File: src/rtl/cp0w_pkg.sv
package cp0w_pkg;

   localparam int NREG = 18;

   typedef enum logic [4:0] {
      SEL_STATUS      = 5'd0,
      SEL_CAUSE       = 5'd1,
      SEL_EXC_PC      = 5'd2,
      SEL_ASID_HI     = 5'd3,
      SEL_PTE_LO0     = 5'd4,
      SEL_PTE_LO1     = 5'd5,
      SEL_TLB_IDX     = 5'd6,
      SEL_PG_MASK     = 5'd7,
      SEL_WIRED_LIM   = 5'd8,
      SEL_PT_CTX      = 5'd9,
      SEL_CONFIG0     = 5'd10,
      SEL_DBG_CTL     = 5'd11,
      SEL_DBG_PC      = 5'd12,
      SEL_DBG_SCRATCH = 5'd13,
      SEL_ERR_PC      = 5'd14,
      SEL_CACHE_TAG   = 5'd15,
      SEL_WATCH_ADDR  = 5'd16,
      SEL_WATCH_CTL   = 5'd17
   } cp0_sel_e;

   // Bits that survive a write unchanged.
   function automatic logic [31:0] keep_mask(input int k);
      case (k)
         1:       return 32'hB000_F87C;
         6:       return 32'h8000_0000;
         9:       return 32'hFF80_0000;
         10:      return 32'h8017_FF80;
         11:      return 32'h8C03_FC1F;
         default: return 32'h0000_0000;
      endcase
   endfunction

   // Bits loaded from the write data.
   function automatic logic [31:0] take_mask(input int k);
      case (k)
         0:       return 32'hFA78_FF01;
         1:       return 32'h00C0_0300;
         3:       return 32'hFFFF_E0FF;
         4, 5:    return 32'h3FFF_FFFF;
         6, 8:    return 32'h0000_000F;
         7:       return 32'h01FF_E000;
         9:       return 32'h007F_FFF0;
         10:      return 32'h7E00_0001;
         11:      return 32'h1330_0120;
         15:      return 32'hFFFF_FCF6;
         17:      return 32'h40FF_0FF8;
         default: return 32'hFFFF_FFFF;
      endcase
   endfunction

   function automatic logic [31:0] reset_val(input int k);
      case (k)
         0:       return 32'h0040_0000;
         1:       return 32'h3000_0000;
         6:       return 32'h8000_0000;
         9:       return 32'h1280_0000;
         10:      return 32'h8000_0082;
         11:      return 32'h0400_0000;
         default: return 32'h0000_0000;
      endcase
   endfunction

   // Bit positions that the mode logic decodes.
   localparam int ST_IE  = 0;
   localparam int ST_EXL = 1;
   localparam int ST_ERL = 2;
   localparam int ST_UM  = 4;
   localparam int DB_DM  = 30;

endpackage

File: src/rtl/cp0w_mask_reg.sv
module cp0w_mask_reg #(
   parameter int          W    = 32,
   parameter logic [W-1:0] KEEP = '0,
   parameter logic [W-1:0] TAKE = '0,
   parameter logic [W-1:0] RSTV = '0
) (
   input  logic         clk,
   input  logic         rst,
   input  logic         we,
   input  logic [W-1:0] d,
   output logic [W-1:0] q
);

   localparam logic [W-1:0] DEAD = ~(KEEP | TAKE);

   if ((KEEP & TAKE) != '0) begin : g_bad_masks
      $error("cp0w_mask_reg: preserve and load masks overlap");
   end

   always_ff @(posedge clk) begin
      if (rst)
         q <= RSTV;
      else if (we)
         q <= (q & KEEP) | (d & TAKE);
   end

   a_r2_hold_when_idle: assert property (@(posedge clk) disable iff (rst)
      !we |=> $stable(q));

   a_r2_dead_bits_zero: assert property (@(posedge clk) disable iff (rst)
      we |=> ((q & DEAD) == '0));

   a_r2_keep_bits_stable: assert property (@(posedge clk) disable iff (rst)
      we |=> ((q & KEEP) == ($past(q) & KEEP)));

endmodule

File: src/rtl/cp0w_mode_ctl.sv
module cp0w_mode_ctl #(
   parameter int IM_W = 8
) (
   input  logic            clk,
   input  logic            rst,
   input  logic            stat_we,
   input  logic            dbg_we,
   input  logic            d_ie,
   input  logic            d_exl,
   input  logic            d_erl,
   input  logic            d_um,
   input  logic            d_dm,
   input  logic [IM_W-1:0] d_im,
   input  logic            old_ie,
   input  logic [IM_W-1:0] cause_ip,
   output logic            um_q,
   output logic            exl_q,
   output logic            erl_q,
   output logic            dm_q,
   output logic            irq_q
);

   logic ie_rise, ie_fall, pending;

   always_comb begin
      pending = |(d_im & cause_ip);
      ie_rise = d_ie && !old_ie;
      ie_fall = !d_ie && old_ie;
   end

   always_ff @(posedge clk) begin
      if (rst) begin
         um_q  <= 1'b0;
         exl_q <= 1'b0;
         erl_q <= 1'b1;
         dm_q  <= 1'b0;
         irq_q <= 1'b0;
      end else begin
         if (stat_we) begin
            um_q  <= d_um;
            exl_q <= d_exl;
            erl_q <= d_erl;
            if (ie_rise && !d_exl && !d_erl && !dm_q && pending)
               irq_q <= 1'b1;
            else if (ie_fall)
               irq_q <= 1'b0;
         end
         if (dbg_we)
            dm_q <= d_dm;
      end
   end

   a_r9_irq_only_on_status: assert property (@(posedge clk) disable iff (rst)
      !stat_we |=> $stable(irq_q));

   a_r8_irq_rise_needs_ie: assert property (@(posedge clk) disable iff (rst)
      $rose(irq_q) |-> ($past(stat_we) && $past(d_ie) && !$past(old_ie)));

   a_r8_irq_rise_blocked: assert property (@(posedge clk) disable iff (rst)
      (stat_we && (d_exl || d_erl || dm_q) && !irq_q) |=> !irq_q);

   a_r9_irq_fall_on_clear: assert property (@(posedge clk) disable iff (rst)
      (stat_we && !d_ie && old_ie) |=> !irq_q);

   a_r7_flags_follow: assert property (@(posedge clk) disable iff (rst)
      stat_we |=> (exl_q == $past(d_exl) && erl_q == $past(d_erl) && um_q == $past(d_um)));

   a_r11_dm_follows: assert property (@(posedge clk) disable iff (rst)
      dbg_we |=> (dm_q == $past(d_dm)));

endmodule

File: src/rtl/cp0w_asid_watch.sv
module cp0w_asid_watch #(
   parameter int ASID_W = 8
) (
   input  logic              clk,
   input  logic              rst,
   input  logic              ehi_we,
   input  logic [ASID_W-1:0] new_asid,
   input  logic [ASID_W-1:0] cur_asid,
   output logic              flush_q
);

   always_ff @(posedge clk) begin
      if (rst)
         flush_q <= 1'b0;
      else
         flush_q <= ehi_we && (new_asid != cur_asid);
   end

   a_r6_flush_after_write: assert property (@(posedge clk) disable iff (rst)
      flush_q |-> $past(ehi_we));

   a_r6_flush_one_cycle: assert property (@(posedge clk) disable iff (rst)
      (flush_q && !ehi_we) |=> !flush_q);

   a_r6_no_flush_same_id: assert property (@(posedge clk) disable iff (rst)
      (ehi_we && new_asid == cur_asid) |=> !flush_q);

endmodule

File: src/rtl/cp0_write_unit.sv
module cp0_write_unit #(
   parameter int DATA_W   = 32,
   parameter int SEL_W    = 5,
   parameter int ASID_W   = 8,
   parameter bit FLUSH_EN = 1'b1,
   localparam int NREG    = cp0w_pkg::NREG,
   localparam int BANK_W  = NREG * DATA_W
) (
   input  logic              clk,
   input  logic              rst,
   input  logic              wr_en,
   input  logic [SEL_W-1:0]  wr_sel,
   input  logic [DATA_W-1:0] wr_data,
   output logic [BANK_W-1:0] reg_bank,
   output logic              mode_user,
   output logic              mode_exl,
   output logic              mode_erl,
   output logic              mode_debug,
   output logic              irq_req,
   output logic              tlb_flush
);
   import cp0w_pkg::*;

   localparam int IM_LO = 8;
   localparam int IM_W  = 8;

   if (DATA_W != 32) begin : g_bad_width
      $error("cp0_write_unit: register masks are defined for 32-bit data");
   end
   if ((1 << SEL_W) < NREG) begin : g_bad_sel
      $error("cp0_write_unit: select too narrow for the register count");
   end
   if (ASID_W < 1 || ASID_W > 8) begin : g_bad_asid
      $error("cp0_write_unit: address-space ID must fit in bits 7:0");
   end

   logic [DATA_W-1:0] q [NREG];
   logic [NREG-1:0]   we_vec;

   for (genvar k = 0; k < NREG; k++) begin : g_reg
      assign we_vec[k] = wr_en && (wr_sel == SEL_W'(k));

      cp0w_mask_reg #(
         .W    (DATA_W),
         .KEEP (keep_mask(k)),
         .TAKE (take_mask(k)),
         .RSTV (reset_val(k))
      ) reg_i (
         .clk (clk),
         .rst (rst),
         .we  (we_vec[k]),
         .d   (wr_data),
         .q   (q[k])
      );

      assign reg_bank[k*DATA_W +: DATA_W] = q[k];
   end

   logic [DATA_W-1:0] status_q, cause_q, asid_hi_q;
   assign status_q  = q[SEL_STATUS];
   assign cause_q   = q[SEL_CAUSE];
   assign asid_hi_q = q[SEL_ASID_HI];

   cp0w_mode_ctl #(.IM_W(IM_W)) mode_i (
      .clk      (clk),
      .rst      (rst),
      .stat_we  (we_vec[SEL_STATUS]),
      .dbg_we   (we_vec[SEL_DBG_CTL]),
      .d_ie     (wr_data[ST_IE]),
      .d_exl    (wr_data[ST_EXL]),
      .d_erl    (wr_data[ST_ERL]),
      .d_um     (wr_data[ST_UM]),
      .d_dm     (wr_data[DB_DM]),
      .d_im     (wr_data[IM_LO +: IM_W]),
      .old_ie   (status_q[ST_IE]),
      .cause_ip (cause_q[IM_LO +: IM_W]),
      .um_q     (mode_user),
      .exl_q    (mode_exl),
      .erl_q    (mode_erl),
      .dm_q     (mode_debug),
      .irq_q    (irq_req)
   );

   if (FLUSH_EN) begin : g_flush
      cp0w_asid_watch #(.ASID_W(ASID_W)) asid_i (
         .clk      (clk),
         .rst      (rst),
         .ehi_we   (we_vec[SEL_ASID_HI]),
         .new_asid (wr_data[ASID_W-1:0]),
         .cur_asid (asid_hi_q[ASID_W-1:0]),
         .flush_q  (tlb_flush)
      );
   end else begin : g_no_flush
      assign tlb_flush = 1'b0;
   end

   a_r2_single_select: assert property (@(posedge clk) disable iff (rst)
      $onehot0(we_vec));

   a_r2_unknown_sel_idle: assert property (@(posedge clk) disable iff (rst)
      (wr_en && wr_sel >= SEL_W'(NREG)) |=> $stable(reg_bank));

endmodule

File: config.mk
export PLATFORM = sky130hd
export DESIGN_NAME = cp0_write_unit
export DESIGN_NICKNAME = d
export VERILOG_FILES = /design/src/rtl/cp0w_pkg.sv /design/src/rtl/cp0w_mask_reg.sv /design/src/rtl/cp0w_mode_ctl.sv /design/src/rtl/cp0w_asid_watch.sv /design/src/rtl/cp0_write_unit.sv
export SDC_FILE = /design/constraint.sdc
export NUM_CORES = 1
export LEC_CHECK = 0
export BUFFER_PORTS_ARGS = -buffer_cell sky130_fd_sc_hd__buf_2
export CAP_MARGIN = 30
export CORE_AREA = 10 10 232 234
export CTS_BUF_LIST = sky130_fd_sc_hd__clkbuf_4 sky130_fd_sc_hd__clkbuf_8
export DETAILED_ROUTE_END_ITERATION = 12
export DIE_AREA = 0 0 242 244
export HOLD_SLACK_MARGIN = 0.1
export PLACE_DENSITY = 0.57
export SYNTH_ARGS = -nofsm -noshare
export SYNTH_HDL_FRONTEND = slang
export SYNTH_HIERARCHICAL = 1
export SYNTH_SLANG_ARGS = --single-unit
File: constraint.sdc
create_clock -name clk -period 1.9 [get_ports clk]
set_clock_uncertainty 0.1 [all_clocks]
set_input_delay 0.285 -clock clk [delete_from_list [all_inputs] [get_ports clk]]
set_output_delay 0.285 -clock clk [all_outputs]
set_load 0.005 [all_outputs]
==> summary.md, run 1 <==
| Metric | Value |
|---|---|
| Max Slew Vio Count | 0 |
| Crit path buf inv count | 3 |
| Worst Hold Depth | 5 |
| Slew headroom | a little over half |
| Most frequent cells in the layout | buf_2 (412), dfxtp_1 (376), nor2_1 (375) |
| Netlist Area Pre-Place | 15500 um2 |
| RSZ-0062 raised after global routing | false |
| DRT Wirelength | between 50 and 60 mm |
| Die height | around 240 um |
| DRC viols | 0 |
| Delay-heaviest family, CP | buffers and inverters |
| CTS tree | built |
| Hold Path Class | input pin to flop |
| Average size of a mapped cell | between 10 and 15 um2 |
| Num rows | 82 |
| Seq cells post-synth | 376 |
| Antenna violations before repair | 3 |
| Crit path max-delay cell type | or4b_4 |
| YS warnings | 6 |
| R2R depth | 4 |
| WS Path Type | input pin to flop |
| DR WL/cell | a little under 20 um |
| Maximum level of the CTS H-tree | 3 |
| I/O pin cnt | 622 |
| HP Start | wr_sel[0] |
| Layout area overhead | 23.6% |
| CTS buffer count | 67 |
| Vias per Instance | around 4.2 |
| Fmax | approximately 560 MHz |
| Initial Utilization | 31.4% |
| Drt pass-1 iters | 5 |
| CP Data Required Time | around 2300 ps |
| Max Root-Sink Buffers | 3 |
| # setup viols final | 0 |
| Worst VDD drop | ~0.6 mV |
| Critical Path, Cell by Cell | buf_2, or4b_4, nor2_4, buf_12, mux2i_1, nor2_1, dlygate4sd3_1 |
| Routability-driven placement congestion ratio | around 0.8 |
| Vias in the first global route | around 11000 |
| CP endpoint kind | flop |
| Outcome | finished, final reports clean |
| Slew @ Worst Pin | about 710 ps |
| R2r endpoint | g_flush.asid_i/flush_q |
| Core area | 49500 um2 |
| Post-DP HPWL | 37.9 mm |
| Global-route wire length before repair | 75.8 mm |
| Worst-path clk slew | around 60 ps |
| Fraction of layout cells with a size suffix above 1 | between 30% and 40% |
| GRT Total Usage | roughly 17% |
| Fillers | about 5000 |
| Yosys cell types | 29 |
| Leakage | approximately 8.4 nW |
| Number of synthesized flops with an enable pin | 0 |
| Post-synth top flop | dfxtp_1 |
| Tmin final | around 1800 ps |
| Asr flop ratio synth | 0% |
| Clock tree sinks | 376 |
| R2R setup slack | between 200 and 250 ps |
| Max-cap check violation count | 0 |
| Total power | between 15 and 20 mW |
| Worst hold slack | 211 ps |
| Die X | between 200 and 250 um |
| IO Port Bufs | 415 |
| Setup TNS | 0 ps |
| Crit path largest cell delay | just over 600 ps |
| Routed vias | approximately 11000 |
| FF-to-FF Start | g_reg[3].reg_i/q[1] |
| Cell Pwr Density | ~860 nW/um2 |
| Root Driver | clkbuf_8 |
| Worst skew pair latency | between 600 and 700 ps |
| Crit share post-route | 93.9% |
| Die area | 59000 um2 |
| Most common cell after layout, fill and taps aside | buf_2 |
| Gate Count Post-Synth | 1478 |
| Final Hold Viols | 0 |
| Critical path origin | wr_sel[4] |
| Crit path DAT | between 2000 and 2500 ps |
| CP Launch Type | input pin |
| Final ANT Viol Nets | 0 |
| Sequential area share after synthesis | approximately half |
| GRT overflow | 0 |
| WHS Endpoint | mode_i/erl_q |
| Crit path max fanout | 21 |
| Iter 0 DRT Violations | approximately 550 |
| Largest net degree at the start of global routing | ~130 |
| Final nets | between 1500 and 2000 |
==> worst max-delay path by stage <==
stage	to	depth (start not counted)
final	g_reg[2].reg_i/q[31]	7
after global placement	g_reg[0].reg_i/q[15]	7
after CTS	g_flush.asid_i/flush_q	6
after global routing	g_flush.asid_i/flush_q	6
after floorplan	mode_i/irq_q	5
after detailed placement	mode_i/irq_q	6
==> state kept, by name, summed over array words and instances, names as in the netlist <==
signal	count
g.reg_i/q	370
mode_i/erl_q	1
mode_i/exl_q	1
mode_i/um_q	1
mode_i/dm_q	1
g_flush.asid_i/flush_q	1
mode_i/irq_q	1
==> through the flow <==
stage	cells	util (%)	instance area, um2	worst slack (ps)
CTS	2666	38.8	19200	136
global route	2668	38.8	19200	27.0
global placement	2525	35.4	17500	-81.4
detailed placement	2525	35.4	17500	-97.3
finish	2668	38.8	19200	115
floorplan	1666	-	16200	94.0
==> logic make-up (layout without fill, tap and decap cells) <==
group	after synthesis	after routing	synth area share [%]
AO/OA/AOI/OAI	8	8	0.403
XOR/XNOR	8	8	0.451
buffers and inverters	290	618	15.8
flip-flops	376	376	48.5
multiplexers	372	372	24.0
other	18	208	0.435
AND/OR/NAND/NOR	406	406	10.4
==> layer usage <==
metal	GRT usage (%)	vias up	wire, um
met5	0	-	8
met4	6.34	2	1160
met3	5.42	70	3820
met2	28.2	403	25800
met1	19.5	5354	21400
li1	-	5393	-
==> cell usage after synthesis (all sizes together) (2+ instances only) <==
library cell | instances | share of area [%]
a22oi | 4 | 0.19
mux2i | 372 | 24
nand4bb | 3 | 0.22
or4b | 2 | 0.18
nor4 | 2 | 0.081
xor2 | 8 | 0.45
conb | 18 | 0.44
inv | 2 | 0.048
dfxtp | 376 | 49
buf | 257 | 15
nor3 | 5 | 0.19
clkbuf | 31 | 0.81
nand2 | 2 | 0.048
nand2b | 3 | 0.12
nor2 | 384 | 9.3
==> power breakdown <==
group	total, mW	switching (mW)	leakage, nW	internal (mW)
registers	7.98	0.0306	3.03	7.95
clock network	7.50	3.33	0.678	4.17
logic	0.927	0.653	4.71	0.274
total	16.4	4.01	8.42	12.4
==> timing repair <==
item / CTS / global route
endpoints found under the setup margin: 0 / 1
hold buffers: 35 / 0
endpoints found under the hold margin: 368 / 0
gates resized for setup: 0 / 3
setup buffers: 0 / 0
==> worst reg2reg max path, stage by stage, from the launching register on <==
cell and delay (ps):
dfxtp_1 330, xor2_1 180, nor4_2 310, a21oi_1 100
dlygate4sd3_1 560
==> final cells by class <==
| type | instances | area, um2 | area share, % |
|---|---|---|---|
| tap | 672 | 841 | 4.38 |
| clock buffer | 95 | 1200 | 6.26 |
| inverter | 2 | 7.51 | 0.0391 |
| multi-input combinational | 1000 | 6340 | 33.0 |
| clock inverter | 11 | 97.6 | 0.509 |
| timing repair buffer | 510 | 3170 | 16.5 |
| antenna | 2 | 5.00 | 0.0261 |
| sequential | 376 | 7530 | 39.2 |
Power figures use the tool's default switching activity.
==> run 2: changes to the inputs <==
BUFFER_PORTS_ARGS = default   (was -buffer_cell sky130_fd_sc_hd__buf_2)
DONT_BUFFER_PORTS = 1   (was default)
PLACE_DENSITY = 0.46   (was 0.57)
==> summary.md, run 2 (same netlist as run 1, synthesis figures left out) <==
| Metric | Value |
|---|---|
| Inst Count DP | ~2100 |
| Crit path buf inv count | 2 |
| Final ANT Viol Nets | 0 |
| Worst-path clk slew | roughly 60 ps |
| Post-DP HPWL | approximately 36 mm |
| Initial Utilization | a little under a third |
| Iter 0 DRT Violations | 469 |
| Die area | between 50000 and 60000 um2 |
| Crit path max fanout | 290 |
| Crit path DAT | 2310 ps |
| Clock network fraction of design power | 48.1% |
| Routability-driven placement congestion ratio | roughly 0.74 |
| Global-route wire length before repair | just over 80 mm |
| DR WL/cell | 22.8 um |
| Final Instance Area | about 20000 um2 |
| Fmax | between 500 and 600 MHz |
| Core area | around 49000 um2 |
| Routed length on met1 | roughly 21 mm |
| Met2 WL | roughly 29 mm |
| GRT overflow | 0 |
| CP Depth | 5 |
| CP endpoint | mode_i/irq_q |
| Crit share post-route | a little over nine tenths |
| Max reg flops | 370 |
| CP Launch Type | input pin |
| R2r endpoint | g_reg[0].reg_i/q[22] |
| Vias in the first global route | ~11000 |
| Tmin final | 1830 ps |
| Leakage | ~8.1 nW |
| Seq pwr share | roughly half |
| Max-cap check violation count | 0 |
| NetSw | about 4 mW |
| Cell Pwr Density | ~830 nW/um2 |
| Fillers | between 4000 and 5000 |
| Most common cell after layout, fill and taps aside | dfxtp_1 |
| Sw Share | 23.7% |
| Worst VDD drop | 0.471 mV |
| Final setup margin | ~68 ps |
| DRC viols | 0 |
| Num rows | between 80 and 90 |
| Worst skew pair latency | between 600 and 700 ps |
| WS Path Type | input pin to flop |
| Layout area overhead | 28.9% |
| CP endpoint kind | flop |
| Slew headroom | approximately 37% |
| RSZ-0062 raised after global routing | false |
| Crit path max-delay cell type | dlygate4sd3_1 |
| DP Area | approximately 15000 um2 |
| Die X | between 200 and 250 um |
| Largest net degree at the start of global routing | roughly 290 |
| Delay-heaviest family, CP | buffers and inverters |
| Fraction of layout cells with a size suffix above 1 | a little under a tenth |
| GRT Total Usage | between 10% and 20% |
| Clock tree sinks | 376 |
| Die height | between 200 and 250 um |
| Final nets | approximately 1900 |
| CTS buffer count | 68 |
| Highest Signal Layer | met5 |
| DP Worst Slack | between 15 and 20 ps |
| Final Hold Viols | 0 |
| Outcome | finished, final reports clean |
| Setup Fix Bufs, Post-CTS | 0 |
| Setup TNS | 0 ps |
| Drt pass-1 iters | 5 |
| CP Data Required Time | about 2400 ps |
| Slew @ Worst Pin | 935 ps |
| Root Driver | clkbuf_8 |
| Max Slew Vio Count | 0 |
| R2R setup slack | approximately 380 ps |
| Routed vias | roughly 11000 |
| R2R depth | 3 |
| Comb pwr share | roughly 3.8% |
| Vias per Instance | approximately 4.4 |
| IO Port Bufs | 0 |
| Critical path origin | rst |
| Post-route insts no fill | between 2000 and 3000 |
| Hold Path Class | input pin to flop |
| Max Root-Sink Buffers | 3 |
| Int Pwr | 12.7 mW |
| FF-to-FF Start | g_reg[0].reg_i/q[22] |
| I/O pin cnt | approximately 620 |
| Worst hold slack | between 150 and 200 ps |
| CTS tree | built |
| Worst Hold Depth | 2 |
| Critical Path, Cell by Cell | dlygate4sd3_1, buf_16, or4b_4, nor4b_2, a32o_2 |
| DRT Wirelength | 57.9 mm |
| Top reg by flops | g.reg_i/q |
| Final Util | roughly 40% |
| Met3 WL | 6.43 mm |
| Total power | 16.6 mW |
| Antenna violations before repair | 4 |
| # setup viols final | 0 |
| Crit path largest cell delay | slightly below 700 ps |
| Most frequent cells in the layout | dfxtp_1 (376), nor2_1 (375), mux2i_1 (372) |
| Maximum level of the CTS H-tree | 3 |
-- run 2: changes by cell type in the layout (fill, tap and decap cells not counted), sizes merged --
cell and delta:
dlygate4sd3 +305, buf -439, clkbuf +9, clkinvlp -1, diode -1, clkinv +3
-- run 2: metal layers --
metal  vias up  GRT usage [%]
met5         -              0
met4         4           7.80
met3       101           8.82
met2       460           31.2
met1      5421           19.7
li1       5146              -
-- run 2: how the worst min path moves through the flow --
stage	startpoint	endpoint	slack, ps
after floorplan	rst	g_reg[11].reg_i/q[20]	260
after global placement	rst	g_reg[3].reg_i/q[24]	290
after detailed placement	rst	g_reg[2].reg_i/q[29]	290
after CTS	rst	g_reg[15].reg_i/q[21]	120
after global routing	rst	g_reg[12].reg_i/q[23]	150
final	rst	g_reg[3].reg_i/q[24]	190
-- run 2: repair_timing --
action / CTS / global route
endpoints found under the setup margin: 0 / 9
gates resized for setup: 0 / 2
endpoints found under the hold margin: 376 / 1
hold buffers: 340 / 3
-- run 2: final cells by class --
cell class                      count  area, um2  share of cell area [%]
Sequential cell                   376       7530                    37.6
Antenna cell                        1       2.50                  0.0125
Multi-Input combinational cell   1000       6340                    31.7
Inverter                            2       7.51                  0.0375
Clock buffer                      106       1310                    6.54
Clock inverter                     13        105                   0.525
Timing Repair Buffer              374       3870                    19.3
Tap cell                          672        841                    4.20
-- run 2: power by group through the flow --
stage	clock network, mW	logic, mW	registers, mW
final	7.99	0.625	8.01
after floorplan	0	0.694	8.15
after CTS	8.24	0.593	8.01
after global routing	8.59	0.684	8.01
after global placement	0	0.320	8.18
after detailed placement	0	0.325	8.18
==> run 3: changes to the inputs <==
CORE_AREA = 2 2 240 242   (was 10 10 232 234)
PLACE_DENSITY = 0.41   (was 0.46)
==> summary.md, run 3 (same netlist as run 1, synthesis figures left out) <==
| Metric | Value |
|---|---|
| Slew headroom | 37.4% |
| Max-cap check violation count | 0 |
| Maximum level of the CTS H-tree | 3 |
| Fmax | between 500 and 600 MHz |
| Root Driver | clkbuf_8 |
| Int Pwr | about 13 mW |
| Max reg flops | 370 |
| # setup viols final | 0 |
| Fraction of layout cells with a size suffix above 1 | a little under a tenth |
| CP Data Required Time | around 2300 ps |
| Cell Pwr Density | 835 nW/um2 |
| WS Path Type | input pin to flop |
| Die height | 244 um |
| Clock network fraction of design power | 48.4% |
| I/O pin cnt | 622 |
| Crit share post-route | 97.8% |
| Core area | 56200 um2 |
| Setup Fix Bufs, Post-CTS | 0 |
| Most common cell after layout, fill and taps aside | dfxtp_1 |
| DP Area | between 15000 and 20000 um2 |
| Drt pass-1 iters | 5 |
| Worst VDD drop | approximately 0.42 mV |
| Tmin final | between 1500 and 2000 ps |
| DRC viols | 0 |
| Final nets | about 1900 |
| Setup TNS | 0 ps |
| Routed vias | around 11000 |
| Crit path DAT | approximately 2300 ps |
| GRT overflow | 0 |
| IO Port Bufs | 0 |
| DRT Wirelength | between 50 and 60 mm |
| Final Instance Area | a little over 20000 um2 |
| NetSw | approximately 4 mW |
| Iter 0 DRT Violations | 508 |
| RSZ-0062 raised after global routing | false |
| Routability-driven placement congestion ratio | 0.740 |
| Slew @ Worst Pin | about 940 ps |
| Worst-path clk slew | 60 ps |
| Largest net degree at the start of global routing | approximately 290 |
| Global-route wire length before repair | 79.5 mm |
| GRT Total Usage | a little under a fifth |
| DR WL/cell | approximately 21 um |
| Worst skew pair latency | about 650 ps |
| Max Slew Vio Count | 0 |
| Sw Share | about a quarter |
| # diodes | 0 |
| Comb pwr share | between 3 and 4% |
| Num rows | a little under 90 |
| Max Root-Sink Buffers | 3 |
| Post-DP HPWL | 32.6 mm |
| Die X | roughly 240 um |
| Final Util | approximately 36% |
| Vias in the first global route | 11300 |
| CTS buffer count | around 70 |
| Clock tree sinks | about 380 |
| Layout area overhead | 29.8% |
| Die area | roughly 59000 um2 |
| DP Worst Slack | -17.2 ps |
| CTS tree | built |
| CP endpoint kind | flop |
| Final ANT Viol Nets | 0 |
| Most frequent cells in the layout | dfxtp_1 (376), nor2_1 (375), mux2i_1 (372) |
| Top reg by flops | g.reg_i/q |
| Crit path max fanout | 16 |
| Final setup margin | slightly above 40 ps |
| Seq pwr share | a little under half |
| Antenna violations before repair | 2 |
| Vias per Instance | approximately 4.2 |
| Final Hold Viols | 0 |
| Hold Path Class | input pin to flop |
| Fillers | between 5000 and 6000 |
| Initial Utilization | about 28% |
| CP Launch Type | input pin |
| Outcome | finished, final reports clean |
| Leakage | between 8 and 9 nW |
[run 3: layout make-up]
| class | instances | area (um2) | share of cell area, % |
|---|---|---|---|
| Sequential cell | 376 | 7530 | 37.4 |
| Multi-Input combinational cell | 1000 | 6330 | 31.4 |
| Timing Repair Buffer | 379 | 3900 | 19.4 |
| Clock buffer | 105 | 1300 | 6.46 |
| Tap cell | 756 | 946 | 4.70 |
| Clock inverter | 10 | 126 | 0.627 |
| Inverter | 2 | 7.51 | 0.0373 |
[run 3: metal layers]
layer  track usage, %  vias up  wire [um]
li1                 -     5142          -
met1             21.0     5471      21800
met2             30.0      447      26400
met3             7.67       92       5350
met4             7.52        0       1690
met5                0        -          0
[run 3: worst paths after layout]
check	slack (ps)	cells after the start	startpoint	end
setup / recovery	40	6	wr_sel[0]	g_reg[0].reg_i/q[13]
hold / removal	170	2	rst	g_reg[15].reg_i/q[23]
setup reg to reg	360	3	mode_i/dm_q	mode_i/irq_q
hold reg to reg	420	2	g_reg[14].reg_i/q[17]	g_reg[14].reg_i/q[17]
[run 3: metrics by stage]
stage               power, mW  hold WS [ps]  cells
floorplan                8.84           257   1666
global placement         8.50           289   2170
detailed placement       8.51           289   2170
CTS                      17.1           101   2627
global route             17.5           128   2628
finish                   16.8           173   2628
[run 3: what timing repair did]
action                                  4_1_cts  5_1_grt
resized for setup                             0        1
endpoints found under the hold margin       376        2
endpoints found under the setup margin        0        5
hold buffers                                342        2
[run 3: power groups by stage]
stage	logic (mW)	clock network (mW)	registers [mW]
global placement	0.324	0	8.18
global route	0.725	8.79	8.01
finish	0.660	8.14	8.01
floorplan	0.694	0	8.15
detailed placement	0.329	0	8.18
CTS	0.656	8.46	8.01
[run 3: worst max-delay path, cell delays in order]
cell and delay, ps:
dlygate4sd3_1 590, nor3_4 250, buf_12 210, dlygate4sd3_1 650, mux2i_1 200, nor2_1 50
